## src/rtl/irq_alert_pkg.sv

```systemverilog
package irq_alert_pkg;
   localparam int unsigned REG_DW      = 8;
   localparam int unsigned REG_AW      = 3;
   localparam int unsigned ADR_STAT_A  = 0;
   localparam int unsigned ADR_STAT_B  = 1;
   localparam int unsigned ADR_MASK_A  = 2;
   localparam int unsigned ADR_MASK_B  = 3;
   localparam int unsigned ADR_CFG     = 4;
   localparam int unsigned CFG_EN_BIT  = 0;
   localparam int unsigned CFG_THM_BIT = 1;
   localparam int unsigned CFG_W       = 2;
endpackage

```

## src/rtl/irq_status_bank.sv

```systemverilog
module irq_status_bank #(
   parameter int unsigned W = 8
) (
   input  logic         clk,
   input  logic         rst,
   input  logic [W-1:0] evt,
   input  logic         rd_clr,
   output logic [W-1:0] stat
);
   generate
      if (W < 1) begin : g_bad_w
         $error("irq_status_bank: W must be at least 1");
      end
   endgenerate

   genvar gi;
   generate
      for (gi = 0; gi < W; gi++) begin : g_bit
         always_ff @(posedge clk) begin
            if (rst)
               stat[gi] <= 1'b0;
            else if (rd_clr)
               stat[gi] <= evt[gi];
            else if (evt[gi])
               stat[gi] <= 1'b1;
         end
      end
   endgenerate

   // a pulse latches its bit on the next edge
   assert_evt_latch_R2: assert property (@(posedge clk) disable iff (rst)
      (|evt) |=> ((stat & $past(evt)) == $past(evt)));

   // without a clearing read, set bits stay set
   assert_sticky_R2: assert property (@(posedge clk) disable iff (rst)
      !rd_clr |=> ((stat & $past(stat)) == $past(stat)));

   // a clearing read keeps exactly the same-edge events
   assert_clear_keep_R3: assert property (@(posedge clk) disable iff (rst)
      rd_clr |=> (stat == $past(evt)));
endmodule

```

## src/rtl/irq_src_route.sv

```systemverilog
module irq_src_route #(
   parameter int unsigned W         = 8,
   parameter int unsigned THERM_BIT = 5
) (
   input  logic [W-1:0] evt_raw,
   input  logic         evt_therm,
   input  logic         therm_mode,
   output logic [W-1:0] evt_out
);
   generate
      if (THERM_BIT >= W) begin : g_bad_bit
         $error("irq_src_route: THERM_BIT out of range");
      end
   endgenerate

   genvar gi;
   generate
      for (gi = 0; gi < W; gi++) begin : g_src
         if (gi == THERM_BIT) begin : g_shared
            assign evt_out[gi] = therm_mode ? evt_therm : evt_raw[gi];
         end else begin : g_plain
            assign evt_out[gi] = evt_raw[gi];
         end
      end
   endgenerate
endmodule

```

## src/rtl/irq_mask_merge.sv

```systemverilog
module irq_mask_merge #(
   parameter int unsigned W = 8
) (
   input  logic [W-2:0] stat_a,
   input  logic [W-1:0] stat_b,
   input  logic [W-1:0] mask_a,
   input  logic [W-1:0] mask_b,
   input  logic         enable,
   output logic         summary_b,
   output logic         alert_n
);
   localparam int unsigned SUM_BIT = W - 1;

   logic pend_a;
   logic pend_b;

   assign summary_b = |stat_b;
   assign pend_a    = |(stat_a & ~mask_a[W-2:0]);
   assign pend_b    = (|(stat_b & ~mask_b)) & ~mask_a[SUM_BIT];
   assign alert_n   = ~(enable & (pend_a | pend_b));
endmodule

```

## src/rtl/irq_reg_port.sv

```systemverilog
module irq_reg_port
   import irq_alert_pkg::*;
#(
   parameter int unsigned W  = 8,
   parameter int unsigned AW = 3
) (
   input  logic          clk,
   input  logic          rst,
   input  logic [AW-1:0] addr,
   input  logic          wr_en,
   input  logic [W-1:0]  wdata,
   input  logic          rd_en,
   input  logic [W-1:0]  stat_a_view,
   input  logic [W-1:0]  stat_b_view,
   output logic [W-1:0]  mask_a,
   output logic [W-1:0]  mask_b,
   output logic          cfg_en,
   output logic          cfg_thm,
   output logic          clr_a,
   output logic          clr_b,
   output logic [W-1:0]  rd_data
);
   generate
      if (AW < 3) begin : g_bad_aw
         $error("irq_reg_port: AW must hold address 4");
      end
      if (W <= CFG_W) begin : g_bad_w
         $error("irq_reg_port: W too small for config");
      end
   endgenerate

   logic hit_sa, hit_sb, hit_ma, hit_mb, hit_cf;
   logic [CFG_W-1:0] cfg_q;
   logic [W-1:0]     rd_mux;

   assign hit_sa = (addr == AW'(ADR_STAT_A));
   assign hit_sb = (addr == AW'(ADR_STAT_B));
   assign hit_ma = (addr == AW'(ADR_MASK_A));
   assign hit_mb = (addr == AW'(ADR_MASK_B));
   assign hit_cf = (addr == AW'(ADR_CFG));

   assign clr_a   = rd_en & hit_sa;
   assign clr_b   = rd_en & hit_sb;
   assign cfg_en  = cfg_q[CFG_EN_BIT];
   assign cfg_thm = cfg_q[CFG_THM_BIT];

   always_ff @(posedge clk) begin
      if (rst) begin
         mask_a <= '0;
         mask_b <= '0;
         cfg_q  <= '0;
      end else if (wr_en) begin
         if (hit_ma) mask_a <= wdata;
         if (hit_mb) mask_b <= wdata;
         if (hit_cf) cfg_q  <= wdata[CFG_W-1:0];
      end
   end

   always_comb begin
      rd_mux = '0;
      unique case (1'b1)
         hit_sa:  rd_mux = stat_a_view;
         hit_sb:  rd_mux = stat_b_view;
         hit_ma:  rd_mux = mask_a;
         hit_mb:  rd_mux = mask_b;
         hit_cf:  rd_mux = {{(W-CFG_W){1'b0}}, cfg_q};
         default: rd_mux = '0;
      endcase
   end

   always_ff @(posedge clk) begin
      if (rst)
         rd_data <= '0;
      else if (rd_en)
         rd_data <= rd_mux;
   end

   // mask reads come back one cycle later
   assert_rd_mask_R10: assert property (@(posedge clk) disable iff (rst)
      (rd_en && hit_ma && !wr_en) |=> (rd_data == mask_a));

   // read data holds between strobes
   assert_rd_hold_R10: assert property (@(posedge clk) disable iff (rst)
      !rd_en |=> $stable(rd_data));
endmodule

```

## src/rtl/irq_alert_agg.sv

```systemverilog
module irq_alert_agg
   import irq_alert_pkg::*;
#(
   parameter int unsigned DW        = REG_DW,
   parameter int unsigned AW        = REG_AW,
   parameter int unsigned THERM_BIT = 5
) (
   input  logic          clk,
   input  logic          rst,
   input  logic [DW-2:0] evt_a,
   input  logic [DW-1:0] evt_b,
   input  logic          evt_therm,
   input  logic [AW-1:0] addr,
   input  logic          wr_en,
   input  logic [DW-1:0] wdata,
   input  logic          rd_en,
   output logic [DW-1:0] rd_data,
   output logic          alert_n
);
   localparam int unsigned SUM_BIT = DW - 1;

   logic [DW-2:0] stat_a;
   logic [DW-1:0] stat_b;
   logic [DW-1:0] evt_b_eff;
   logic [DW-1:0] mask_a, mask_b;
   logic          cfg_en, cfg_thm, clr_a, clr_b, summary_b;

   irq_src_route #(.W(DW), .THERM_BIT(THERM_BIT)) u_route (
      .evt_raw(evt_b), .evt_therm(evt_therm), .therm_mode(cfg_thm),
      .evt_out(evt_b_eff));

   irq_status_bank #(.W(DW-1)) u_bank_a (
      .clk(clk), .rst(rst), .evt(evt_a), .rd_clr(clr_a), .stat(stat_a));

   irq_status_bank #(.W(DW)) u_bank_b (
      .clk(clk), .rst(rst), .evt(evt_b_eff), .rd_clr(clr_b), .stat(stat_b));

   irq_reg_port #(.W(DW), .AW(AW)) u_regs (
      .clk(clk), .rst(rst), .addr(addr), .wr_en(wr_en), .wdata(wdata),
      .rd_en(rd_en), .stat_a_view({summary_b, stat_a}), .stat_b_view(stat_b),
      .mask_a(mask_a), .mask_b(mask_b), .cfg_en(cfg_en), .cfg_thm(cfg_thm),
      .clr_a(clr_a), .clr_b(clr_b), .rd_data(rd_data));

   irq_mask_merge #(.W(DW)) u_merge (
      .stat_a(stat_a), .stat_b(stat_b), .mask_a(mask_a), .mask_b(mask_b),
      .enable(cfg_en), .summary_b(summary_b), .alert_n(alert_n));

   // reset empties the status registers
   assert_rst_clear_R1: assert property (@(posedge clk)
      rst |=> (stat_a == '0 && stat_b == '0 && !cfg_en));

   // a disabled alert never drives low
   assert_disabled_high_R7: assert property (@(posedge clk) disable iff (rst)
      !cfg_en |-> alert_n);

   // the summary mask silences status B
   assert_summary_mask_R5: assert property (@(posedge clk) disable iff (rst)
      (mask_a[SUM_BIT] && ((stat_a & ~mask_a[DW-2:0]) == '0)) |-> alert_n);

   // thermal mode routes the throttle pulse to the shared bit
   assert_therm_route_R8: assert property (@(posedge clk) disable iff (rst)
      (cfg_thm && evt_therm) |=> stat_b[THERM_BIT]);
endmodule

```

## config.mk

```make
export PLATFORM = sky130hd
export DESIGN_NAME = irq_alert_agg
export DESIGN_NICKNAME = d
export VERILOG_FILES = /design/src/rtl/irq_alert_pkg.sv /design/src/rtl/irq_status_bank.sv /design/src/rtl/irq_src_route.sv /design/src/rtl/irq_mask_merge.sv /design/src/rtl/irq_reg_port.sv /design/src/rtl/irq_alert_agg.sv
export SDC_FILE = /design/constraint.sdc
export NUM_CORES = 1
export LEC_CHECK = 0
export BUFFER_PORTS_ARGS = -buffer_cell sky130_fd_sc_hd__buf_2
export CAP_MARGIN = 20
export CORE_UTILIZATION = 55
export DETAILED_ROUTE_END_ITERATION = 6
export PLACE_DENSITY = 0.8
export SLEW_MARGIN = 20
export SYNTH_ARGS = -nofsm -noshare
export SYNTH_HDL_FRONTEND = slang
export SYNTH_HIERARCHICAL = 1
export SYNTH_SLANG_ARGS = --single-unit
```

## constraint.sdc

```tcl
create_clock -name clk -period 2.52 [get_ports clk]
set_input_delay 0.126 -clock clk [delete_from_list [all_inputs] [get_ports clk]]
set_output_delay 0.126 -clock clk [all_outputs]
set_load 0.02 [all_outputs]
```

Word level (Yosys, flattened, before mapping) --
Index checks and enable logic that the tools add are counted.
Storage, ports and cells: register bits 41, input port bits 31, output and inout bits 9, word-level logic and storage cells 88
Cells by class: equal/unequal tests 4, mux-type cells 32, bitwise logic cells 11, reductions and logical operators 22
Operators with widths (number):
- $pmux 8 s5 | 1
- $mux 1 | 31
- $reduce_bool 2->1 | 15
- $reduce_or 8->1 | 2
- $and 8x8->8 | 1
- $not 8->8 | 1
- $and 7x7->7 | 1
- $not 7->7 | 1
- $reduce_or 7->1 | 1
- $eq 3x2->1 const B | 2
- $reduce_and 2->1 | 3
- $and 1x1->1 | 4
- $eq 3x1->1 const B | 1
- $eq 3x3->1 const B | 1
- $logic_not 3->1 | 1
- $not 1->1 | 2
- $or 1x1->1 | 1

Longest topological paths before layout --
depth after elaboration 7, gate-level depth with buffers 6, gate-level depth less buffers 5

Modules after synthesis --
Netlist, hierarchy kept.
By module, submodules not included:
- irq_reg_port | times used 1, cells each 134, area each 1270.0 sq um, sequential area each 520.5 sq um
- irq_status_bank at u_bank_b | times used 1, cells each 33, area each 304.0 sq um, sequential area each 160.2 sq um
- irq_status_bank at u_bank_a | times used 1, cells each 28, area each 245.2 sq um, sequential area each 140.1 sq um
- irq_mask_merge | times used 1, cells each 26, area each 158.9 sq um, sequential area each 0.0 sq um
- irq_src_route | times used 1, cells each 8, area each 67.6 sq um, sequential area each 0.0 sq um

Least setup slack after synthesis --
No wires, ideal clock.
path type reg-to-output, from register u_bank_b.stat[1], to output alert_n, arrival 1.355 ns, data required time 2.394 ns, setup slack 1.039 ns, cell stages (with the launch flop) 5, path buffers 0, path through dfxtp_1 nor2b_2 a2111oi_2 a31oi_1 o41ai_2
On the way: cells in the longest elaborated chain, start to end 6
Ends and longest elaborated chain:
- start, declared | line irq_status_bank.sv:8 | output logic [W-1:0] stat
- start signal, assigned by index | line irq_status_bank.sv:23 | stat[gi] <= evt[gi];
- $and 8x8->8 | line irq_mask_merge.sv:19 | assign pend_b = (|(stat_b & ~mask_b)) & ~mask_a[SUM_BIT];
- $reduce_or 8->1 | line irq_mask_merge.sv:19
- $and 1x1->1 | line irq_mask_merge.sv:19
- $or 1x1->1 | line irq_mask_merge.sv:20 | assign alert_n = ~(enable & (pend_a | pend_b));
- $and 1x1->1 | line irq_mask_merge.sv:20
- $not 1->1 | line irq_mask_merge.sv:20
- end, declared | line irq_alert_agg.sv:18 | output logic alert_n
No other way between the ends.

Worst setup path after layout --
Ends and elaborated chain as after synthesis.

==> impl_metrics.toml <==
[critical_path]
slowest_delay_ps = 330
crit_start = "u_bank_b/stat[1]$_SDFFE_PP0P_"
crit_path_end_kind = "primary output"
r2r_start = "u_bank_b/stat[0]$_SDFFE_PP0P_"
critPathLaunchType = "flip-flop"
worstPathRequired_ps = 2390
crit_chain = "nor2b_2, a2111oi_2, a31oi_1, o41ai_2, buf_2"
cp_slowest_cell = "dfxtp_1"
crit_type = "flip-flop to primary output"
worstPathMaxFanout = 4
cp_data_arrival_time_ps = 1690

[synth]
synth_cell_types = 39
netlist_area_um2 = 2046
avgSynthCellArea_um2 = 8.933
synth_seq_cells = 41
ys_seq_area_frac = 0.4012
synthCells = 229
yosysWarnings = 6
syn-num-nets = 260

[clock_tree]
cts_hold_buffers = 0
clkLatencyLatePin_ps = 290
cts-root-buf = "clkbuf_8"
ctsResizeCount = 0
cts.htree.levels = 2
cts_tree = "yes"
post_cts_buffers = 0
clkTransAtPathRegs_ps = 70
cts_made_buffers = 5
numClockSinks = 41
cts.path.max_buffers = 2

[drt]
drt_pass1_iterations = 4
drc = 0
ant_nets = 0
wl_per_cell_um = 13.47
vias = 1615
via_per_inst = 5.313
routed_wl_mm = 4.095
drt_iter0_drc = 63

[final_layout]
instances_no_fill = 304
fillCellCount = 301
postLayoutCellArea_um2 = 2268
drive_above_1_share = 0.2209
nets = 288
syn_to_final_growth_pct = 10.89
fin_util = 0.6590
final_cell_mix = "dfxtp_1, buf_2, inv_1, mux2i_1, a21oi_1"
num_antenna_cells = 0
final_common_cell = "dfxtp_1"

[grt]
grt_max_degree = 37
overflow = 0
grt_pass1_vias = 1501
grt_use_total = 0.2243
antenna_found_initial = 0
grt_pass1_wl_mm = 6.941

[power]
p_comb_frac = 0.116
power.internal_mw = 1.073
power.density_nw_per_um2 = 618.7
power_frac_seq = 0.499
p_clk_frac = 0.386
p_leak_nw = 0.9945
p_switching_uw = 330.5
finalPower_mw = 1.403
peakVddDrop_uv = 509.6
switching_share = 0.2355

[sta]
fmax_mhz = 549.9
tightestPinTransition_ps = 683.2
fin_skew_ps = 3.951
rsz0062_at_grt = "no"
setup_viol = 0
slew_headroom = 0.5445
finalMaxSlewViolations = 0
hold_ws_ps = 57.29
hold_viol = 0
setup_ws_ps = 701.6
tns_ps = 0
period_share = 0.7216
period_needed_ps = 1818

[die]
die_h_um = 62.99
initial_core_util = 0.5943
rows = 21
die_area_um2 = 3967
coreArea_um2 = 3442
die_x_um = 62.99
num_io_pins = 40

[flow_run]
cap_violations = 0

[hold_path]
hp-start = "evt_a[2]"
hp-class = "input port to flip-flop"

[placement]
post-place-ws_ps = 853.1
placed_cell_area_um2 = 2152
gp_congestion = 0.8437
place_inst = 296
dp_hpwl_mm = 3.036
place.port_buffers = 39

[status]
status = "completed"
## power groups by stage
stage,Clock [mW],Combinational (mW),Sequential (mW)
floorplan,0,0.126,0.711
global placement,0,0.158,0.714
detailed placement,0,0.161,0.715
CTS,0.549,0.162,0.699
global route,0.578,0.181,0.704
finish,0.541,0.162,0.700
## flip-flops by register name, indices dropped and copies added (netlist names)
| signal | cells |
|---|---|
| u_bank_b/stat | 8 |
| u_regs/mask_b | 8 |
| u_regs/rd_data | 8 |
| u_regs/mask_a | 8 |
| u_regs/cfg_q | 2 |
| u_bank_a/stat | 7 |
## Yosys cell counts, drive strengths merged
| library cell | n | share of area |
|---|---|---|
| nor4 | 2 | 0.0061 |
| dfxtp | 41 | 0.40 |
| inv | 28 | 0.051 |
| nand3 | 1 | 0.0024 |
| o41ai | 1 | 0.0080 |
| or2 | 1 | 0.0031 |
| o22ai | 9 | 0.028 |
| o221a | 1 | 0.0055 |
| a22o | 6 | 0.026 |
| mux2i | 26 | 0.13 |
| mux2 | 1 | 0.0073 |
| a2bb2oi | 1 | 0.0043 |
| a2111oi | 1 | 0.0073 |
| o211ai | 1 | 0.0037 |
| nor2b | 4 | 0.017 |
| buf | 16 | 0.067 |
| o221ai | 1 | 0.0043 |
| nand2b | 18 | 0.059 |
| nand2 | 19 | 0.035 |
| nor3 | 2 | 0.0073 |
| a21oi | 24 | 0.064 |
| and3 | 1 | 0.0031 |
| a31oi | 1 | 0.0031 |
| o21ai | 2 | 0.0049 |
| a22oi | 2 | 0.0073 |
| and3b | 1 | 0.0043 |
| nor3b | 1 | 0.0092 |
| clkbuf | 2 | 0.0043 |
| o21bai | 1 | 0.0037 |
| nor2 | 14 | 0.026 |
## per-layer routing
metal  vias up  global-route usage  part of all wire
met5         -                   0                 0
met1       749              0.2929              0.48
met4         0             0.06977            0.0093
met2        40              0.3629              0.46
li1        820                   -                 -
met3         6             0.05109             0.046
## worst max-delay path, delay by kind of cell (launching register included)
family | cells | cell delay, ps
compound gates | 3 | 690
flops | 1 | 330
buf+inv | 1 | 220
simple gates | 1 | 160
## final cells by class
cell class              count  area [um^2]  area share
multi-input cells         142        973.4      0.4291
repair buffers             39        195.2     0.08604
inverters                  28        105.1     0.04633
clock inverters             1        30.03     0.01324
flip-flops and latches     41        820.8      0.3618
well taps                  46        57.56     0.02537
clock buffers               7        86.33     0.03806
## kinds of logic after synthesis
kind of cell,count (synthesis),share of synthesized area
muxes,27,0.1346
and+or+nand+nor,64,0.1719
DFF,41,0.4012
AOI/OAI and AO/OA,51,0.1694
buffers and inverters,46,0.1229
## path summary, 6_finish.rpt
| kind | endpoint | slack, ps | cells past startpoint |
|---|---|---|---|
| min | u_bank_a/stat[2]$_SDFFE_PP0P_ | 60 | 3 |
| max | alert_n | 700 | 5 |
| min reg2reg | u_regs/rd_data[4]$_SDFFE_PP0P_ | 480 | 1 |
| max reg2reg | u_regs/rd_data[7]$_SDFFE_PP0P_ | 1250 | 5 |
Note: power is estimated with default switching activity, not from simulation.
